$ cat src/rtl/seg_xlat_pkg.sv
package seg_xlat_pkg;

    localparam int LOG_W    = 16;
    localparam int PAGE_W   = 4;
    localparam int OFS_W    = LOG_W - PAGE_W;
    localparam int BASE_W   = 8;
    localparam int PHYS_W   = BASE_W + OFS_W;
    localparam int IO_AW    = 8;
    localparam int IO_DW    = 8;
    localparam int NUM_REGS = 3;

    // register slot order relative to the I/O base address
    localparam int SLOT_HIGH_BASE = 0;
    localparam int SLOT_BANK_BASE = 1;
    localparam int SLOT_LIMITS    = 2;

    typedef enum logic [1:0] {
        AREA_LOW  = 2'd0,
        AREA_BANK = 2'd1,
        AREA_HIGH = 2'd2
    } area_e;

    typedef struct packed {
        logic [PAGE_W-1:0] high_start;
        logic [PAGE_W-1:0] bank_start;
    } limits_t;

    typedef struct packed {
        limits_t           limits;
        logic [BASE_W-1:0] bank_base;
        logic [BASE_W-1:0] high_base;
    } map_cfg_t;

    function automatic logic [BASE_W-1:0] page_sum(input logic [BASE_W-1:0] base,
                                                   input logic [PAGE_W-1:0] page);
        return base + BASE_W'(page);
    endfunction

endpackage

$ cat src/rtl/seg_xlat_regs.sv
module seg_xlat_regs
    import seg_xlat_pkg::*;
#(
    parameter logic [IO_AW-1:0] IO_BASE    = 8'h38,
    parameter logic [IO_DW-1:0] LIMITS_RST = 8'hF0
) (
    input  logic             clk,
    input  logic             rst,
    input  logic [IO_AW-1:0] io_addr,
    input  logic [IO_DW-1:0] io_wdata,
    input  logic             io_wr,
    input  logic             io_rd,
    output logic [IO_DW-1:0] io_rdata,
    output map_cfg_t         cfg_o
);

    logic [IO_DW-1:0] regs_q [NUM_REGS];
    logic [NUM_REGS-1:0] sel;

    for (genvar i = 0; i < NUM_REGS; i++) begin : g_reg
        localparam logic [IO_AW-1:0] MY_ADDR = IO_AW'(int'(IO_BASE) + i);
        localparam logic [IO_DW-1:0] MY_RST  = (i == SLOT_LIMITS) ? LIMITS_RST : '0;

        assign sel[i] = (io_addr == MY_ADDR);

        always_ff @(posedge clk) begin
            if (rst) begin
                regs_q[i] <= MY_RST;
            end else if (io_wr && sel[i]) begin
                regs_q[i] <= io_wdata;
            end
        end
    end

    always_comb begin
        io_rdata = '0;
        if (io_rd) begin
            for (int i = 0; i < NUM_REGS; i++) begin
                if (sel[i]) io_rdata = regs_q[i];
            end
        end
    end

    assign cfg_o.high_base = regs_q[SLOT_HIGH_BASE];
    assign cfg_o.bank_base = regs_q[SLOT_BANK_BASE];
    assign cfg_o.limits    = limits_t'(regs_q[SLOT_LIMITS]);

    AST_RESET_MAP: assert property (@(posedge clk)
        rst |=> (cfg_o == {LIMITS_RST, {BASE_W{1'b0}}, {BASE_W{1'b0}}}));

    AST_IDLE_HOLD: assert property (@(posedge clk) disable iff (rst)
        !io_wr |=> $stable(cfg_o));

endmodule

$ cat src/rtl/seg_xlat_classify.sv
module seg_xlat_classify
    import seg_xlat_pkg::*;
(
    input  limits_t           limits,
    input  logic [PAGE_W-1:0] page,
    output area_e             area
);

    logic in_high;
    logic in_bank;

    // the high area is tested first and wins any overlap
    assign in_high = (page >= limits.high_start);
    assign in_bank = (page >= limits.bank_start);

    always_comb begin
        if (in_high)      area = AREA_HIGH;
        else if (in_bank) area = AREA_BANK;
        else              area = AREA_LOW;
    end

endmodule

$ cat src/rtl/seg_xlat_adder.sv
module seg_xlat_adder
    import seg_xlat_pkg::*;
(
    input  area_e             area,
    input  map_cfg_t          cfg,
    input  logic [LOG_W-1:0]  log_addr,
    output logic [PHYS_W-1:0] phys_addr
);

    logic [PAGE_W-1:0] page;
    logic [OFS_W-1:0]  offset;
    logic [BASE_W-1:0] base;
    logic [BASE_W-1:0] phys_page;

    assign page   = log_addr[LOG_W-1:OFS_W];
    assign offset = log_addr[OFS_W-1:0];

    always_comb begin
        unique case (area)
            AREA_HIGH: base = cfg.high_base;
            AREA_BANK: base = cfg.bank_base;
            default:   base = '0;
        endcase
    end

    assign phys_page = page_sum(base, page);
    assign phys_addr = {phys_page, offset};

endmodule

$ cat src/rtl/seg_xlat.sv
module seg_xlat
    import seg_xlat_pkg::*;
#(
    parameter logic [IO_AW-1:0] IO_BASE    = 8'h38,
    parameter logic [IO_DW-1:0] LIMITS_RST = 8'hF0
) (
    input  logic              clk,
    input  logic              rst,
    input  logic [IO_AW-1:0]  io_addr,
    input  logic [IO_DW-1:0]  io_wdata,
    input  logic              io_wr,
    input  logic              io_rd,
    output logic [IO_DW-1:0]  io_rdata,
    input  logic [LOG_W-1:0]  log_addr,
    output logic [PHYS_W-1:0] phys_addr
);

    map_cfg_t          cfg;
    area_e             area;
    logic [PAGE_W-1:0] page;

    assign page = log_addr[LOG_W-1:OFS_W];

    seg_xlat_regs #(
        .IO_BASE    (IO_BASE),
        .LIMITS_RST (LIMITS_RST)
    ) u_regs (
        .clk      (clk),
        .rst      (rst),
        .io_addr  (io_addr),
        .io_wdata (io_wdata),
        .io_wr    (io_wr),
        .io_rd    (io_rd),
        .io_rdata (io_rdata),
        .cfg_o    (cfg)
    );

    seg_xlat_classify u_classify (
        .limits (cfg.limits),
        .page   (page),
        .area   (area)
    );

    seg_xlat_adder u_adder (
        .area      (area),
        .cfg       (cfg),
        .log_addr  (log_addr),
        .phys_addr (phys_addr)
    );

    AST_LOW_IDENTITY: assert property (@(posedge clk) disable iff (rst)
        (area == AREA_LOW) |-> (phys_addr == PHYS_W'(log_addr)));

    AST_OFFSET_PASS: assert property (@(posedge clk) disable iff (rst)
        phys_addr[OFS_W-1:0] == log_addr[OFS_W-1:0]);

    AST_HIGH_BASE: assert property (@(posedge clk) disable iff (rst)
        (page >= cfg.limits.high_start) |->
        (phys_addr[PHYS_W-1:OFS_W] == BASE_W'(cfg.high_base + BASE_W'(page))));

    AST_BANK_BELOW_HIGH: assert property (@(posedge clk) disable iff (rst)
        (area == AREA_BANK) |-> (page < cfg.limits.high_start));

    AST_RDATA_QUIET: assert property (@(posedge clk) disable iff (rst)
        !io_rd |-> (io_rdata == '0));

endmodule

$ cat config.mk
export PLATFORM = sky130hd
export DESIGN_NAME = seg_xlat
export DESIGN_NICKNAME = d
export VERILOG_FILES = /design/src/rtl/seg_xlat_pkg.sv /design/src/rtl/seg_xlat_regs.sv /design/src/rtl/seg_xlat_classify.sv /design/src/rtl/seg_xlat_adder.sv /design/src/rtl/seg_xlat.sv
export SDC_FILE = /design/constraint.sdc
export NUM_CORES = 1
export LEC_CHECK = 0
export ABC_AREA = 1
export BUFFER_PORTS_ARGS = -buffer_cell sky130_fd_sc_hd__buf_2
export CAP_MARGIN = 40
export CELL_PAD_IN_SITES_DETAIL_PLACEMENT = 1
export CELL_PAD_IN_SITES_GLOBAL_PLACEMENT = 1
export CORE_MARGIN = 3
export CORE_UTILIZATION = 30
export CTS_CLUSTER_SIZE = 30
export DETAILED_ROUTE_END_ITERATION = 8
export GPL_TIMING_DRIVEN = 1
export PLACE_DENSITY = 0.66
export SETUP_SLACK_MARGIN = 0.4
export SLEW_MARGIN = 20
export SYNTH_ARGS = -nofsm -noshare
export SYNTH_HDL_FRONTEND = slang
export SYNTH_SLANG_ARGS = --single-unit
$ cat constraint.sdc
create_clock -name clk -period 3.3 [get_ports clk]
set_input_delay 0.495 -clock clk [delete_from_list [all_inputs] [get_ports clk]]
set_output_delay 0.495 -clock clk [all_outputs]
set_load 0.05 [all_outputs]
After elaboration in Yosys (flattened, before gate mapping)
Memory sizes are Yosys's and may differ from the RTL's.
Index checks and enable logic that the tools add are counted.
Word-level totals
  register bits: 0
  memory bits (writable): 24
  input port bits: 36
  output and inout port bits: 28
  logic and storage cells: 36
  memories kept: 1
Memory list
  u_regs.regs_q: words 3, bits a word 8, rd ports 3, clocked after memory_dff 0, wr ports 3, line seg_xlat_regs.sv:17  | logic [IO_DW-1:0] regs_q [NUM_REGS];
Cells by class
  add/sub/neg operators: 1
  $lt $le $gt $ge: 2
  eq/ne operators: 5
  multiplexer cells: 21
  bitwise operators: 3
  reduce and logical (&&, ||, !) cells: 3
Operators by type and width (count)
  $mux 8: 7
  $eq 8x6->1 const B: 3
  $pmux 8 s2: 1
  $mux 1: 12
  $add 8x4->8: 1
  $ge 4x4->1: 2
  $logic_and 1x1->1: 3
  $or 1x1->1: 3
  $eq 2x1->1 const B: 1
  $eq 2x2->1 const B: 1
  $mux 2: 1

Depth between registers and ports, before layout
An unclocked memory read counts as a cell.
  depth after elaboration: 7
  mapped depth: 18
  mapped depth without buffers: 18

Hierarchy
From an unflattened synthesis, not the netlist that was laid out.
Second synthesis, totals
  cell total of the unflattened synthesis: 278
  area, all modules: 2119.5 um2
Modules (own cells, without submodules)
  seg_xlat_regs: times used 1, cells each 154, area each 1360.1 um2, sequential area each 720.7 um2
  seg_xlat_adder: times used 1, cells each 87, area each 530.5 um2, sequential area each 0.0 um2
  seg_xlat_classify: times used 1, cells each 37, area each 229.0 um2, sequential area each 0.0 um2

Least setup slack after synthesis
No wires, ideal clock.
  path kind: input to output
  start point: in log_addr[15]
  end point: out phys_addr[18]
  data arrival time: 3.228 ns
  data required time: 2.805 ns
  setup slack: -0.423 ns
  cell stages on the path: 14
  buffers on the path: 0
  cell sequence: ha_1 a21oi_2 nand2_2 nor2_8 nand2_1 o22ai_1 ha_1 inv_1 fa_1 nor2_1 a211oi_1 inv_1 nand3_2 xnor2_1
Between the ends
  cells in the longest elaborated chain, start to end: 6
  elaborated cells between the ends (all ways): 8
  those cells by class: add/sub: 1; order compare: 2; eq/ne: 2; mux: 3
RTL lines
  start, declared: line seg_xlat.sv:14  | input logic [LOG_W-1:0] log_addr,
  $ge 4x4->1: line seg_xlat_classify.sv:14  | assign in_bank = (page >= limits.bank_start);
  $mux 1: line seg_xlat_classify.sv:18  | else if (in_bank) area = AREA_BANK;
  $mux 2: line seg_xlat_classify.sv:17  | if (in_high) area = AREA_HIGH;
  $eq 2x1->1 or $eq 2x2->1 (tied branches): line seg_xlat_adder.sv:19  | unique case (area)
  $pmux 8 s2: line seg_xlat_adder.sv:19
  $add 8x4->8 (*): line seg_xlat_pkg.sv:36  | return base + BASE_W'(page);
  end, declared: line seg_xlat.sv:15  | output logic [PHYS_W-1:0] phys_addr
Every way passes the cells marked *; elsewhere a longest branch is shown, timed or not.

==> results.txt <==
----------------------------------------------------
[Status]
  Outcome ... finished, violations left
  Violated checks ... setup timing

[Clock tree]
  Count of H-tree levels built during CTS ... 1
  TritonCTS Buffers ... 3
  Hold Buf Count CTS ... 0
  TritonCTS clock tree ... done
  Root buffer cell ... sky130_fd_sc_hd__clkbuf_8
  Clock sink total ... 24
  Max Root-Sink Buffers ... 2
  Clock transition time at the flip-flop clock pins of the worst setup and hold paths ... ~0.080 ns

[Logic synthesis]
  Number of instances in the synthesized netlist ... 222
  Number of storage elements in the synthesis netlist ... 24
  Seq/Total Area, Yosys ... 0.3874
  Unique cell type count in the Yosys netlist ... 31
  Post-synth EDFFs ... 24
  Avg Inst Size Synth ... 8.381 µm²
  Summed instance area of the synthesized netlist ... roughly 1900 µm²
  Yosys warnings ... 0
  Top flip-flop cell by instance count after synthesis ... sky130_fd_sc_hd__edfxtp_1
  Net count of the mapped netlist ... approximately 270
  Proportion of synthesized flip-flops having asynchronous set or reset ... 0

[Min path]
  Hold Crit Endpoint ... u_regs.regs_q[2][4]$_SDFFCE_PN1P_
  Worst hold path class ... input port to flop
  Hold Path Cell Cnt ... 3
  Hold Crit Start ... io_wdata[4]

[Detailed routing]
  Routed via count ... around 1.6k
  Via/cell ratio ... 4.565
  Max layer used ... met4
  Wire length per cell ... 14.69 µm
  Post-detailed-route DRC marker count ... 0
  Number of nets with antenna violations after routing ... 0
  Detailed-router iteration count before antenna repair ... 4
  Total length of routed wires ... 5.199 mm
  Length of routed met3 wiring ... around 150 µm
  Number of violations reported at the end of detailed-routing iteration 0 ... 66
  Sum of met2 wire segment lengths after detailed routing ... approximately 2.8 mm
  Met1 Wirelength ... roughly 2.2 mm

[STA]
  Worst Tran Pin Value ... ~0.48 ns
  Number of max-slew violations in the final report ... 0
  Highest attainable clock frequency ... about 300 MHz
  RSZ-0062 raised after global routing ... true
  Worst hold slack ... between 0.5 and 0.6 ns
  # setup viols final ... 2
  Minimum setup slack in the final design ... -0.02819 ns
  Post-Route Setup TNS ... -0.05030 ns
  Final hold violation count ... 0
  Relative slew slack ... 0.6758
  Final clock period utilization by the worst path ... 1.009
  Period minus WS final ... 3.328 ns

[Floorplan]
  Starting Density ... 0.3124
  Die boundary height ... 84.75 µm
  Total die area ... 7183 µm²
  Die Span X ... ~85 µm
  Number of top-level pins ... 64
  Core box area ... 5956 µm²
  Number of rows created at floorplan ... 28

[Layout]
  Layout cell share with drive strength beyond 1 ... 0.4624
  Registers with the most flip-flops ... u_regs.regs_q (24)
  Total number of nets in the final design ... 329
  Filler cells ... about 700
  Register cell area after layout ... between 700 and 800 µm²
  Flip-flop count of the largest register after layout ... 24
  Share of the core filled with cells ... 0.4378
  Multi-input gate area ... between 1000 and 1500 µm²
  Synth-to-Final Area Change ... 40.15%
  Cell Count, Final, Fillers Out ... ~350
  Largest Register ... u_regs.regs_q
  Antenna Cells ... 0

[Worst setup path]
  Max FO, Critical Path ... 4
  Sort of element at the start of the critical path ... flop
  Arrival time worst endpoint ... around 2.8 ns
  Crit. End Element ... output pin
  Kind of critical path ... flop to output pin
  Data required time at the worst endpoint ... 2.80 ns

[Global route]
  Maximum number of pins on one net before global-route repair ... 14
  Total routing resource utilization after global routing ... 0.1508
  Vias in the first global route ... about 1.7k
  First-pass GRT wire length ... 8.638 mm
  Number of antenna violations at the first check in global routing ... 0
  Overall overflow remaining after global route ... 0

[Placement]
  Detailed placer's ending HPWL ... ~4.4 mm
  Worst slack at placement ... -0.09197 ns
  Count of placed standard cells including taps ... 340
  Buffers added on ports ... 39
  Placer Congestion ... 0.7708

[Power and ir drop]
  VDD IR max ... approximately 0.00022 V
  Cell leakage power ... ~1.3 nW
  PwrDens ... between 300 and 400 nW/µm²

[Flow run]
  MaxCap Viol Count ... 0

----------------------------------------------------
[synth_stat cells, types with 2 or more instances]
library cell | count | area share
sky130_fd_sc_hd__inv_1 | 49 | 0.099
sky130_fd_sc_hd__nand2_1 | 31 | 0.063
sky130_fd_sc_hd__nor2_1 | 27 | 0.054
sky130_fd_sc_hd__edfxtp_1 | 24 | 0.39
sky130_fd_sc_hd__buf_4 | 12 | 0.048
sky130_fd_sc_hd__ha_1 | 12 | 0.081
sky130_fd_sc_hd__nand3_1 | 11 | 0.030
sky130_fd_sc_hd__nand2_2 | 7 | 0.024
sky130_fd_sc_hd__o22ai_1 | 7 | 0.024
sky130_fd_sc_hd__o21ai_0 | 6 | 0.016
sky130_fd_sc_hd__nand3_2 | 5 | 0.027
sky130_fd_sc_hd__a21oi_1 | 3 | 0.0081
sky130_fd_sc_hd__inv_2 | 3 | 0.0061
sky130_fd_sc_hd__o211ai_1 | 3 | 0.012
sky130_fd_sc_hd__nand2_4 | 2 | 0.012
sky130_fd_sc_hd__nor2_4 | 2 | 0.012
sky130_fd_sc_hd__o221ai_1 | 2 | 0.0094
sky130_fd_sc_hd__xnor2_1 | 2 | 0.0094
sky130_fd_sc_hd__xor2_1 | 2 | 0.0094
[worst max-delay path, stage by stage, from the launching register on]
cell	delay [ns]
sky130_fd_sc_hd__edfxtp_1	0.39
sky130_fd_sc_hd__inv_2	0.09
sky130_fd_sc_hd__ha_4	0.22
sky130_fd_sc_hd__nand2_4	0.08
sky130_fd_sc_hd__inv_2	0.04
sky130_fd_sc_hd__nand2_2	0.09
sky130_fd_sc_hd__nand2_4	0.07
sky130_fd_sc_hd__nor2_8	0.12
sky130_fd_sc_hd__nand2_4	0.08
sky130_fd_sc_hd__buf_4	0.14
sky130_fd_sc_hd__o22ai_4	0.12
sky130_fd_sc_hd__inv_2	0.06
sky130_fd_sc_hd__fa_2	0.37
sky130_fd_sc_hd__nor2_2	0.11
sky130_fd_sc_hd__a211oi_1	0.05
sky130_fd_sc_hd__inv_1	0.10
sky130_fd_sc_hd__nand3_2	0.12
sky130_fd_sc_hd__xnor2_4	0.15
sky130_fd_sc_hd__buf_6	0.17
[through the flow]
stage / power (mW) / cell area, µm²
after global placement: 0.7540 / 2318
after global routing: 1.082 / 2608
final: 1.024 / 2608
after CTS: 1.000 / 2515
after detailed placement: 0.7611 / 2318
after floorplan: 0.6823 / 1999
[what timing repair did]
action / 4_1_cts / 5_1_grt
pin swaps: 13 / 8
endpoints found under the hold margin: 0 / 0
resized for setup: 31 / 14
buffers inserted: 5 / 5
endpoints found under the setup margin: 7 / 7
[worst max-delay path by stage]
stage	from	endpoint	slack (ns)	cells past startpoint
finish	u_regs.regs_q[2][7]$_SDFFCE_PN1P_	phys_addr[18]	-0.03	18
global placement	log_addr[15]	phys_addr[19]	-0.06	15
detailed placement	log_addr[15]	phys_addr[17]	-0.09	13
floorplan	log_addr[15]	phys_addr[18]	0.03	16
CTS	u_regs.regs_q[2][4]$_SDFFCE_PN1P_	phys_addr[18]	-0.04	14
global route	u_regs.regs_q[2][5]$_SDFFCE_PN1P_	phys_addr[16]	-0.21	18
[kinds of logic after synthesis]
kind of cell	Yosys count	share of synthesized area
adder cells (fa/ha/maj)	13	0.09146
AO/OA/AOI/OAI	25	0.08743
buffers and inverters	64	0.1533
AND/OR/NAND/NOR	92	0.2616
flip-flops	24	0.3874
XOR/XNOR	4	0.01883
[cell usage in the layout, fill, tap and decap left out, types with 8 or more instances in the layout]
master | Yosys | final
sky130_fd_sc_hd__buf_2 | 0 | 32
sky130_fd_sc_hd__buf_4 | 12 | 24
sky130_fd_sc_hd__edfxtp_1 | 24 | 24
sky130_fd_sc_hd__inv_1 | 49 | 40
sky130_fd_sc_hd__inv_2 | 3 | 12
sky130_fd_sc_hd__nand2_1 | 31 | 26
sky130_fd_sc_hd__nand2_2 | 7 | 8
sky130_fd_sc_hd__nand3_1 | 11 | 9
sky130_fd_sc_hd__nor2_1 | 27 | 25
[area by class of cell]
type	count	share of cell area
inverters	52	0.07486
flip-flops and latches	24	0.2764
clock buffers	3	0.01583
clock inverters	1	0.001440
repair buffers	65	0.1737
well taps	75	0.03599
multi-input cells	134	0.4218
[where the power goes]
group / total, mW / switching [mW] / leakage [nW] / internal, mW
Sequential: 0.359 / 0.00941 / 0.230 / 0.350
Clock: 0.174 / 0.0904 / 0.0231 / 0.0831
Combinational: 0.491 / 0.285 / 1.01 / 0.207
[routing by layer]
| layer | vias up | track usage |
|---|---|---|
| li1 | 819 | - |
| met1 | 769 | 0.1909 |
| met2 | 24 | 0.2804 |
| met3 | 4 | 0.01276 |
| met4 | 0 | 0.02734 |
| met5 | - | 0 |
Note: power is estimated with default switching activity, not from simulation.
